## src/rtl/fstx_pkg.sv

```systemverilog
package fstx_pkg;
    typedef enum logic [1:0] {
        ST_IDLE  = 2'd0,
        ST_SHIFT = 2'd1,
        ST_LAST  = 2'd2
    } fstx_state_t;
endpackage

```

## src/rtl/fstx_fsm.sv

```systemverilog
module fstx_fsm
    import fstx_pkg::*;
#(
    parameter int WORD_W = 8
) (
    input  logic clk,
    input  logic rst_n,
    input  logic en,
    input  logic bit_tick,
    input  logic fsync,
    input  logic frame_ignore,
    input  logic err_clr,
    output logic start,
    output logic restart,
    output logic shift,
    output logic finish,
    output logic to_idle,
    output logic busy,
    output logic sync_err
);
    localparam int CNT_W = $clog2(WORD_W) + 1;
    localparam logic [CNT_W-1:0] CNT_FULL = CNT_W'(WORD_W - 1);
    localparam logic [CNT_W-1:0] CNT_ONE  = CNT_W'(1);

    fstx_state_t      st, nxt;
    logic [CNT_W-1:0] cnt;
    logic             abort;
    logic             frame_hit;

    assign frame_hit = bit_tick && fsync;

    // state register
    always_ff @(posedge clk or negedge rst_n) begin
        if (!rst_n)   st <= ST_IDLE;
        else if (!en) st <= ST_IDLE;
        else          st <= nxt;
    end

    // next state
    always_comb begin
        nxt = st;
        unique case (st)
            ST_IDLE: begin
                if (frame_hit) nxt = ST_SHIFT;
            end
            ST_SHIFT: begin
                if (bit_tick && !(fsync && !frame_ignore) && cnt == CNT_ONE)
                    nxt = ST_LAST;
            end
            ST_LAST: begin
                if (bit_tick) nxt = fsync ? ST_SHIFT : ST_IDLE;
            end
            default: nxt = ST_IDLE;
        endcase
    end

    // outputs
    always_comb begin
        start   = 1'b0;
        restart = 1'b0;
        shift   = 1'b0;
        finish  = 1'b0;
        to_idle = 1'b0;
        abort   = 1'b0;
        unique case (st)
            ST_IDLE: begin
                start = frame_hit;
            end
            ST_SHIFT: begin
                if (bit_tick) begin
                    if (fsync && !frame_ignore) begin
                        abort   = 1'b1;
                        restart = 1'b1;
                    end else begin
                        shift = 1'b1;
                    end
                end
            end
            ST_LAST: begin
                if (bit_tick) begin
                    finish  = 1'b1;
                    start   = fsync;
                    to_idle = !fsync;
                end
            end
            default: ;
        endcase
        if (!en) begin
            start   = 1'b0;
            restart = 1'b0;
            shift   = 1'b0;
            finish  = 1'b0;
            to_idle = 1'b0;
            abort   = 1'b0;
        end
    end

    assign busy = (st != ST_IDLE);

    // bit counter: bits still to follow the one on the line
    always_ff @(posedge clk or negedge rst_n) begin
        if (!rst_n)                cnt <= '0;
        else if (!en)              cnt <= '0;
        else if (start || restart) cnt <= CNT_FULL;
        else if (shift)            cnt <= cnt - CNT_ONE;
    end

    // sticky error flag
    always_ff @(posedge clk or negedge rst_n) begin
        if (!rst_n)       sync_err <= 1'b0;
        else if (!en)     sync_err <= 1'b0;
        else if (abort)   sync_err <= 1'b1;
        else if (err_clr) sync_err <= 1'b0;
    end


    abort_restart_chk: assert property (@(posedge clk) disable iff (!rst_n || !en)
        (st == ST_SHIFT && bit_tick && fsync && !frame_ignore)
        |=> (sync_err && st == ST_SHIFT && cnt == CNT_FULL));


    ignore_mid_chk: assert property (@(posedge clk) disable iff (!rst_n || !en)
        (st == ST_SHIFT && bit_tick && fsync && frame_ignore && !sync_err)
        |=> !sync_err);


    err_sticky_chk: assert property (@(posedge clk) disable iff (!rst_n || !en)
        (sync_err && !err_clr) |=> sync_err);


    no_tick_hold_chk: assert property (@(posedge clk) disable iff (!rst_n || !en)
        (!bit_tick) |=> $stable(st));
endmodule

```

## src/rtl/fstx_buffer.sv

```systemverilog
module fstx_buffer #(
    parameter int WORD_W = 8
) (
    input  logic              clk,
    input  logic              rst_n,
    input  logic              en,
    input  logic              wr_en,
    input  logic [WORD_W-1:0] wr_data,
    input  logic              take,
    input  logic              finish,
    output logic [WORD_W-1:0] buf_data,
    output logic              buf_full,
    output logic              buf_ready,
    output logic              empty_n
);
    always_ff @(posedge clk or negedge rst_n) begin
        if (!rst_n) begin
            buf_data <= '0;
            buf_full <= 1'b0;
        end else if (!en) begin
            buf_data <= '0;
            buf_full <= 1'b0;
        end else if (wr_en) begin
            buf_data <= wr_data;
            buf_full <= 1'b1;
        end else if (take) begin
            buf_full <= 1'b0;
        end
    end

    always_ff @(posedge clk or negedge rst_n) begin
        if (!rst_n)                      empty_n <= 1'b0;
        else if (!en)                    empty_n <= 1'b0;
        else if (wr_en)                  empty_n <= 1'b1;
        else if (finish && !buf_full)    empty_n <= 1'b0;
    end

    assign buf_ready = !buf_full;


    wr_busy_chk: assert property (@(posedge clk) disable iff (!rst_n)
        (en && wr_en) |=> !buf_ready);


    wr_empty_chk: assert property (@(posedge clk) disable iff (!rst_n)
        (en && wr_en) |=> empty_n);


    hold_reset_chk: assert property (@(posedge clk) disable iff (!rst_n)
        (!en) |=> (buf_ready && !empty_n));
endmodule

```

## src/rtl/fstx_shifter.sv

```systemverilog
module fstx_shifter #(
    parameter int WORD_W = 8
) (
    input  logic              clk,
    input  logic              rst_n,
    input  logic              en,
    input  logic              bit_tick,
    input  logic              load,
    input  logic [WORD_W-1:0] load_word,
    input  logic              shift,
    input  logic              to_idle,
    input  logic              busy,
    output logic [WORD_W-1:0] cur_word,
    output logic              tx_dout
);
    logic [WORD_W-1:0] sreg;

    always_ff @(posedge clk or negedge rst_n) begin
        if (!rst_n) begin
            sreg     <= '0;
            cur_word <= '0;
            tx_dout  <= 1'b0;
        end else if (!en) begin
            sreg     <= '0;
            cur_word <= '0;
            tx_dout  <= 1'b0;
        end else if (load) begin
            cur_word <= load_word;
            tx_dout  <= load_word[WORD_W-1];
            sreg     <= {load_word[WORD_W-2:0], 1'b0};
        end else if (shift) begin
            tx_dout  <= sreg[WORD_W-1];
            sreg     <= {sreg[WORD_W-2:0], 1'b0};
        end else if (to_idle) begin
            tx_dout  <= 1'b0;
            sreg     <= '0;
        end
    end


    idle_low_chk: assert property (@(posedge clk) disable iff (!rst_n)
        (!busy) |-> !tx_dout);


    hold_between_ticks_chk: assert property (@(posedge clk) disable iff (!rst_n || !en)
        (!bit_tick) |=> $stable(tx_dout));
endmodule

```

## src/rtl/fstx_engine.sv

```systemverilog
module fstx_engine
    import fstx_pkg::*;
#(
    parameter int WORD_W = 8
) (
    input  logic              clk,
    input  logic              rst_n,
    input  logic              tx_en,
    input  logic              frame_ignore,
    input  logic              wr_en,
    input  logic [WORD_W-1:0] wr_data,
    input  logic              bit_tick,
    input  logic              fsync,
    input  logic              err_clr,
    output logic              tx_dout,
    output logic              buf_ready,
    output logic              sr_empty_n,
    output logic              sync_err
);
    logic              start, restart, shift, finish, to_idle, busy;
    logic              buf_full;
    logic [WORD_W-1:0] buf_data, cur_word, load_word;

    fstx_fsm #(.WORD_W(WORD_W)) u_fsm (
        .clk(clk), .rst_n(rst_n), .en(tx_en),
        .bit_tick(bit_tick), .fsync(fsync),
        .frame_ignore(frame_ignore), .err_clr(err_clr),
        .start(start), .restart(restart), .shift(shift),
        .finish(finish), .to_idle(to_idle), .busy(busy),
        .sync_err(sync_err)
    );

    fstx_buffer #(.WORD_W(WORD_W)) u_buf (
        .clk(clk), .rst_n(rst_n), .en(tx_en),
        .wr_en(wr_en), .wr_data(wr_data),
        .take(start), .finish(finish),
        .buf_data(buf_data), .buf_full(buf_full),
        .buf_ready(buf_ready), .empty_n(sr_empty_n)
    );

    // fresh word on a start with data waiting, else the current word
    always_comb begin
        if (start && buf_full) load_word = buf_data;
        else                   load_word = cur_word;
    end

    fstx_shifter #(.WORD_W(WORD_W)) u_shf (
        .clk(clk), .rst_n(rst_n), .en(tx_en), .bit_tick(bit_tick),
        .load(start || restart), .load_word(load_word),
        .shift(shift), .to_idle(to_idle), .busy(busy),
        .cur_word(cur_word), .tx_dout(tx_dout)
    );
endmodule

```

## config.mk

```make
export PLATFORM = sky130hd
export DESIGN_NAME = fstx_engine
export DESIGN_NICKNAME = d
export VERILOG_FILES = /design/src/rtl/fstx_pkg.sv /design/src/rtl/fstx_fsm.sv /design/src/rtl/fstx_buffer.sv /design/src/rtl/fstx_shifter.sv /design/src/rtl/fstx_engine.sv
export SDC_FILE = /design/constraint.sdc
export NUM_CORES = 1
export LEC_CHECK = 0
export ABC_AREA = 1
export CORE_UTILIZATION = 30
export DETAILED_ROUTE_END_ITERATION = 6
export PLACE_DENSITY = 0.56
export SYNTH_ARGS = -nofsm -noshare
export SYNTH_HDL_FRONTEND = slang
export SYNTH_HIERARCHICAL = 1
export SYNTH_SLANG_ARGS = --single-unit
```

## constraint.sdc

```tcl
create_clock -name clk -period 2.4 [get_ports clk]
set_input_delay 0.48 -clock clk [delete_from_list [all_inputs] [get_ports clk]]
set_output_delay 0.48 -clock clk [all_outputs]
set_load 0.005 [all_outputs]
```

==> out/qor.csv, run 1 <==
metric;value;unit
status;finished, final reports clean;
CP required;2.58;ns
Pwr Total;1430;uW
Min-Delay Endpoint;u_fsm/sync_err;
Period minus WS final;2.07;ns
number of global-route vias before repair;1409;
Comb pwr share;0.136;
CTS resizes;0;
Post-DP HPWL;2670;um
Crit Reg-Reg Startpoint;u_fsm/st[1];
Die Ht;79.5;um
CTS tree;yes;
initial antenna violation count;0;
final std cells w/o fill;321;
Via density;4.76;
worst skew pair latency;0.28;ns
RSZ-0062 raised after global routing;false;
Post-Syn Instances;226;
port buffer count;19;
cts hold-fix bufs;0;
Crit path top cell by count;nand2_1;
CP max FO;10;
pwr/cell area;659;nW/um^2
final count of pins violating max slew;0;
Net Switching;351;uW
arrival time worst endpoint;2.24;ns
syn avg cell area;7.97;um^2
Design Area, Final;2160;um^2
Die Area;6320;um^2
clock buffer depth;2;
RR Endpoint;u_shf/sreg[2];
final critical-path share of the clock period;0.861;
CTS sink count;33;
Internal;1070;uW
Synth Cell Area;1800;um^2
Worst VDD drop;0.342;mV
Setup-failing EPs final;0;
Ports;20;
setup bufs post-CTS;0;
Initial Utilization;0.319;
Largest delay share family, worst path;simple AND/OR/NAND/NOR gates;
Max Clock Skew;0.00341;ns
via count;1529;
Yosys Warn Count;6;
# H-tree levels;2;
startpoint of the worst hold path;u_fsm/sync_err;
most frequent cells in the layout;71 x nand2_1, 52 x nand3_1, 33 x dfrtp_1;
post-route ant nets;0;
total grt overflow;0;
slew margin rel.;0.688;
Num CTS Buffers;5;
Root Buffer;clkbuf_8;
die width;79.5;um
layout cells sized above 1;0.108;
Syn-to-layout area delta;20.1;%
post-layout net count;266;
critical path type;input port to flip-flop;
gr usage total;0.134;
DR WL/cell;11.8;um
routability cong.;0.784;
largest net degree at the start of global routing;34;
CP Cell Sequence;clkdlybuf4s50_1 -> nand3_2 -> nor2_4 -> or2_1 -> inv_1 -> nand3_1 -> nand2_1 -> nand2_1 -> nand2_1;
ANT cells;0;
DP Area;2030;um^2
Inst Count DP;313;
reg-to-reg slack, setup;0.64;ns
synthesized net count;244;
routed wire length;3790;um
worst-path cell with the longest stage delay;clkdlybuf4s50_1;
DRC errors left;0;
number of iterations in the first detailed-routing pass;4;
CP Capture Type;flip-flop;
R2R depth;9;
commonest non-fill, non-tap cell in the layout;nand2_1;
CP Launch Type;input port;
HP Class;flip-flop to flip-flop;
Core Region;5640;um^2
Leak;0.00109;uW
DR iter-0 viols;138;
Crit path buffers/inverters;2;
Max Clock Freq;484;MHz
hold depth;2;
switching fraction of total power;0.246;
Worst Tran Pin Value;0.469;ns
sequential power share;0.425;
first-pass GRT wire length;6630;um
Clk network pwr share;0.439;
count of final hold-check violations;0;
Core Rows;27;
sum of negative setup slack;0;ns
Reg clk slew, reported paths;0.07;ns
slowest cell delay on critical path;0.55;ns
max-cap viol count;0;
## layout make-up
cell class / instances / area (um^2)
Tap cell: 72 / 90.1
Clock buffer: 5 / 68.8
Sequential cell: 33 / 826
Inverter: 19 / 71.3
Fill cell: 599 / 3480
Timing Repair Buffer: 24 / 228
Clock inverter: 3 / 65.1
Multi-Input combinational cell: 165 / 815
## stage by stage
step | hold WS [ns] | util | setup slack [ns]
after floorplan | 0.184 | - | 0.803
after global placement | 0.457 | 0.360 | 0.112
after detailed placement | 0.473 | 0.360 | 0.0506
after CTS | 0.493 | 0.383 | 0.340
after global routing | 0.506 | 0.383 | 0.191
final | 0.485 | 0.383 | 0.335
## per-layer routing
metal	track usage	vias to the layer above	part of all wire
li1	-	778	-
met4	0.0600	0	0.016
met2	0.197	33	0.43
met3	0.0309	4	0.035
met1	0.184	714	0.52
met5	0	-	0
## power by group through the flow
stage	clock network (uW)	logic, uW	registers (uW)
after floorplan	0	137	607
after global placement	0	193	616
after detailed placement	0	195	616
after CTS	645	196	606
after global routing	666	220	609
final	626	194	606
## sequential cells by signal, summed over array words and instances, names as in the netlist
register / count
u_buf/buf_data: 8
u_shf/cur_word: 8
u_shf/sreg: 7
u_fsm/cnt: 4
u_fsm/st: 2
u_buf/buf_full: 1
u_buf/empty_n: 1
u_fsm/sync_err: 1
u_shf/tx_dout: 1
## worst min-delay path, stage by stage (launching register included)
cell     delay [ns]
dfrtp_1        0.34
nand2_1        0.05
nand2_1        0.06
## worst max-delay path by stage
stage | depth (start not counted) | endpoint | from
after floorplan | 9 | u_shf/sreg[5] | bit_tick
after global placement | 9 | u_shf/sreg[3] | tx_en
after detailed placement | 9 | u_shf/sreg[7] | tx_en
after CTS | 9 | u_shf/sreg[2] | tx_en
after global routing | 9 | u_shf/sreg[7] | tx_en
final | 9 | u_shf/sreg[2] | tx_en
No activity file was read; power rests on OpenSTA's default activity.
==> run 2, diff against run 1 <==
CORE_UTILIZATION = 56   (was 30)
PLACE_DENSITY = 0.87   (was 0.56)
==> run 2 against run 1 <==
Compared with the run above:
- first-iteration DRC count down 46%
- die area down 45%
- hold slack better by 0.0046 ns
- combinational power about the same
- routed wire length down 9.4%
- sequential share of layout area up 1.4 points
- design area down 3.5%
- clock skew up 0.0070 ns
- critical path type is now flip-flop to primary output
- largest power group is now sequential cells
==> out/qor.csv, run 2 (same netlist as run 1, synthesis figures left out) <==
metric;value;unit;change
sum of negative setup slack;0;ns;unchanged
Clk network pwr share;0.347;;-0.092
port buffer count;19;;unchanged
CTS sink count;33;;unchanged
CTS tree;yes;;
pre-CTS setup slack;0.248;ns;+0.197 ns
Ports;20;;unchanged
Core Region;3050;um^2;-46%
slowest cell delay on critical path;0.53;ns;-0.02 ns
largest registers;u_buf/buf_data x8, u_shf/cur_word x8, u_shf/sreg x7;;
CP required;1.92;ns;-0.66 ns
critical path type;flip-flop to primary output;;
via count;1495;;-2.2%
pwr/cell area;587;nW/um^2;-11%
status;finished, final reports clean;;
post-layout net count;267;;+0.38%
initial antenna violation count;0;;unchanged
Worst VDD drop;0.430;mV;+26%
Max Clock Freq;511;MHz;+5.5%
final setup margin;0.443;ns;+0.108 ns
number of global-route vias before repair;1386;;-1.6%
HP Class;flip-flop to flip-flop;;
layout cells sized above 1;0.108;;-0.000434
Comb pwr share;0.159;;+0.023
DR iter-0 viols;74;;-46%
clock buffer depth;2;;unchanged
setup bufs post-CTS;0;;unchanged
cts hold-fix bufs;0;;unchanged
Design Area, Final;2090;um^2;-3.5%
worst skew pair latency;0.32;ns;+0.04 ns
Die Ht;58.7;um;-26%
switching fraction of total power;0.255;;+0.00876
ANT cells;0;;unchanged
most frequent cells in the layout;71 x nand2_1, 52 x nand3_1, 33 x dfrtp_1;;
Initial Utilization;0.590;;+0.271
DR WL/cell;11.7;um;-1.1%
Post-DP HPWL;2480;um;-7.1%
Leak;0.00107;uW;-1.6%
hold_ws;0.489;ns;+0.00462 ns
Internal;912;uW;-15%
first-pass GRT wire length;5900;um;-11%
critical path depth;2;;-7
arrival time worst endpoint;1.48;ns;-0.76 ns
max-cap viol count;0;;unchanged
CTS resizes;0;;unchanged
CP Capture Type;primary output;;
Largest delay share family, worst path;buffers and inverters;;
R2R depth;8;;-1
Core Rows;20;;-26%
CP max FO;11;;+1
hold depth;2;;unchanged
Crit path buffers/inverters;2;;unchanged
DRC errors left;0;;unchanged
largest net degree at the start of global routing;34;;unchanged
Worst Tran Pin Value;0.404;ns;-0.0651 ns
routability cong.;0.818;;+4.5%
Net Switching;313;uW;-11%
Syn-to-layout area delta;15.8;%;
gr usage total;0.225;;+0.0908
Setup-failing EPs final;0;;unchanged
final count of pins violating max slew;0;;unchanged
Max Clock Skew;0.0104;ns;+0.00700 ns
Root Buffer;clkbuf_4;;
slew margin rel.;0.731;;+0.0434
final critical-path share of the clock period;0.815;;-0.0452
# H-tree levels;2;;unchanged
Reg clk slew, reported paths;0.10;ns;+0.03 ns
RSZ-0062 raised after global routing;false;;
number of iterations in the first detailed-routing pass;5;;+1
CP Cell Sequence;inv_1 -> clkdlybuf4s50_1;;
reg-to-reg slack, setup;0.80;ns;+0.16 ns
total grt overflow;0;;unchanged
Die Area;3450;um^2;-45%
Num CTS Buffers;5;;unchanged
worst-path cell with the longest stage delay;dfrtp_1;;
die width;58.7;um;-26%
CP Launch Type;flip-flop;;
count of final hold-check violations;0;;unchanged
final std cells w/o fill;294;;-8.4%
Period minus WS final;1.96;ns;-0.108 ns
post-route ant nets;0;;unchanged
DP Area;2000;um^2;-1.4%
routed wire length;3430;um;-9.4%
Via density;5.09;;+6.8%
Inst Count DP;286;;-8.6%
commonest non-fill, non-tap cell in the layout;nand2_1;;
sequential power share;0.493;;+0.068
run 2: changes by cell type in the layout (fill, tap and decap cells not counted), sizes merged:
cell    before  now
clkbuf       5    7
buf          5    6
bufinv       2    1
clkinv       1    0
run 2: final cells by class:
class	instances	area (um^2)
well taps	44	55.1
repair buffers	25	235
inverters	19	71.3
clock buffers	7	55.1
clock inverters	1	30.0
fillers	255	966
multi-input cells	165	815
flip-flops and latches	33	826
run 2: worst paths after layout:
path	from	end
max	u_buf/buf_full	buf_ready
min	u_shf/cur_word[7]	u_shf/cur_word[7]
max reg2reg	u_fsm/st[1]	u_shf/cur_word[4]
min reg2reg	u_shf/cur_word[7]	u_shf/cur_word[7]
max in group asynchronous	rst_n	u_shf/cur_word[0]
min in group asynchronous	rst_n	u_shf/sreg[3]
run 2: power by group through the flow:
stage          registers, uW  logic [uW]  clock network, uW
2_1_floorplan            607         137                  0
3_3_place_gp             614         188                  0
3_5_place_dp             615         194                  0
4_1_cts                  604         195                433
5_1_grt                  608         220                465
6_report                 604         195                426
run 2: tightest hold or removal path, cell delays in order (launching register included):
cell and delay [ns]:
dfrtp_1 0.36, nand2_1 0.05, nand2_1 0.05
run 2: through the flow:
| stage | power, uW | utilization |
|---|---|---|
| floorplan | 744 | - |
| global placement | 802 | 0.656 |
| detailed placement | 809 | 0.656 |
| CTS | 1230 | 0.684 |
| global route | 1290 | 0.684 |
| finish | 1220 | 0.684 |
run 2: layer usage:
| metal | track usage | wire, um | vias to the layer above |
|---|---|---|---|
| li1 | - | - | 780 |
| met1 | 0.306 | 1660 | 671 |
| met2 | 0.356 | 1620 | 40 |
| met3 | 0.0484 | 117 | 4 |
| met4 | 0.0782 | 26 | 0 |
| met5 | 0 | 0 | - |
==> run 3, diff against run 2 <==
CORE_UTILIZATION = 50   (was 56)
PLACE_DENSITY = 0.83   (was 0.87)
clock period = 1.72 ns   (was 2.4 ns; I/O delays follow)
==> run 3 against run 2 <==
Compared with the run above:
- count of clock-buffer cells in the layout is 1 higher
- highest routed layer unchanged
- via count is 4.7% higher
- largest power group unchanged
- cell count is 3.4% higher
- sequential share of layout area is 0.49 points lower
- hold slack worse by 0.075 ns
==> out/qor.csv, run 3 (same netlist as run 1, synthesis figures left out) <==
metric;value;unit;change
status;finished, final reports clean;;
number of global-route vias before repair;1449;;+4.5%
slowest cell delay on critical path;0.49;ns;-0.04 ns
via count;1565;;+4.7%
final core utilization;0.623;;-0.0601
total grt overflow;0;;unchanged
ANT cells;0;;unchanged
DR iter-0 viols;54;;-27%
largest net degree at the start of global routing;34;;unchanged
max-cap viol count;0;;unchanged
CTS resizes;0;;unchanged
Die Ht;62.0;um;+5.6%
setup bufs post-CTS;0;;unchanged
post-route ant nets;0;;unchanged
arrival time worst endpoint;1.89;ns;+0.41 ns
final count of pins violating max slew;0;;unchanged
HP Class;input port to asynchronous set/reset pin;;
number of iterations in the first detailed-routing pass;4;;-1
Num CTS Buffers;5;;unchanged
Post-DP HPWL;2640;um;+6.4%
CP max FO;16;;+5
post-layout net count;275;;+3.0%
layout cells sized above 1;0.128;;+0.0199
worst-path cell with the longest stage delay;clkdlybuf4s50_1;;
DRC errors left;0;;unchanged
# fillers;298;;+17%
initial antenna violation count;0;;unchanged
area of the multi-input gates;815;um^2;unchanged
CP Launch Type;input port;;
routed wire length;3580;um;+4.3%
CP Cell Sequence;clkdlybuf4s50_1 -> nand2_2 -> nor2_4 -> or2_1 -> buf_4 -> nor2_8 -> nand3_1 -> o21ai_1;;
Max Clock Skew;0.00662;ns;-0.00379 ns
Setup-failing EPs final;0;;unchanged
Core Region;3390;um^2;+11%
Syn-to-layout area delta;17.3;%;
port buffer count;19;;unchanged
pwr/cell area;723;nW/um^2;+23%
routability cong.;0.870;;+6.3%
clock buffer depth;2;;unchanged
# H-tree levels;2;;unchanged
Leak;0.00109;uW;+1.9%
DR WL/cell;11.8;um;+0.91%
critical path type;input port to flip-flop;;
slew margin rel.;0.731;;about the same
die width;62.0;um;+5.6%
cts hold-fix bufs;0;;unchanged
final critical-path share of the clock period;0.947;;
Max Clock Freq;614;MHz;
Core Rows;21;;+5.0%
largest registers;u_buf/buf_data x8, u_shf/cur_word x8, u_shf/sreg x7;;
count of final hold-check violations;0;;unchanged
final std cells w/o fill;304;;+3.4%
Root Buffer;clkbuf_4;;
Period minus WS final;1.63;ns;
Inst Count DP;296;;+3.5%
Reg clk slew, reported paths;0.10;ns;about the same
CTS sink count;33;;unchanged
CP required;1.98;ns;+0.06 ns
Worst VDD drop;0.516;mV;+20%
Ports;20;;unchanged
Storage cell area;826;um^2;unchanged
Via density;5.15;;+1.2%
RSZ-0062 raised after global routing;false;;
CTS tree;yes;;
worst skew pair latency;0.32;ns;about the same
Die Area;3850;um^2;+12%
Initial Utilization;0.532;;-0.0586
gr usage total;0.221;;-0.00342
most frequent cells in the layout;71 x nand2_1, 52 x nand3_1, 33 x dfrtp_1;;
first-pass GRT wire length;6190;um;+4.9%
CP Capture Type;flip-flop;;
commonest non-fill, non-tap cell in the layout;nand2_1;;
Worst Tran Pin Value;0.403;ns;-0.000356 ns
-- run 3: changes by cell type in the layout (fill, tap and decap cells not counted), sizes merged --
cell / change
buf: +8
bufinv: -1
clkbuf: +1
-- run 3: power breakdown --
group          switching, uW  internal (uW)
clock network            238            163
registers               25.6            811
logic                    165            126
total                    428           1100
-- run 3: critical path, delay by kind of cell --
kind	cells	cell delay, ns
buf+inv	2	0.67
simple gates	5	0.78
compound gates	1	0.08
-- run 3: layer usage --
layer  track usage  part of all wire  vias up
met5             0                 0        -
met4        0.0730            0.0084        0
met3        0.0683             0.038        2
met2         0.350              0.48       40
met1         0.289              0.47      723
li1              -                 -      800
-- run 3: path summary, 6_finish.rpt --
check / from / to / slack, ns / cells past startpoint
min: rst_n / u_fsm/cnt[1] / 0.41 / 2
max reg2reg: u_fsm/st[0] / u_shf/sreg[1] / 0.18 / 8
min reg2reg: u_fsm/cnt[1] / u_fsm/cnt[1] / 0.50 / 2
max: tx_en / u_shf/sreg[1] / 0.09 / 8
min in group clk: u_fsm/cnt[1] / u_fsm/cnt[1] / 0.50 / 2
max in group asynchronous: rst_n / u_fsm/st[1] / 1.01 / 2
-- run 3: area by class of cell --
type | instances | share of cell area
sequential | 33 | 0.391
inverter | 19 | 0.0337
multi-input combinational | 165 | 0.385
timing repair buffer | 33 | 0.140
clock buffer | 8 | 0.0231
tap | 46 | 0.0272
-- run 3: through the flow --
step	setup WS, ns	setup TNS, ns	total power [uW]	hold slack [ns]	instance area, um^2
after floorplan	0.209	0	1040	0.0484	1800
after global placement	-0.188	-2.87	1130	0.458	2060
after detailed placement	-0.241	-3.73	1140	0.470	2060
after CTS	0.0716	0	1550	0.421	2110
after global routing	0.0232	0	1650	0.447	2110
final	0.0905	0	1530	0.414	2110
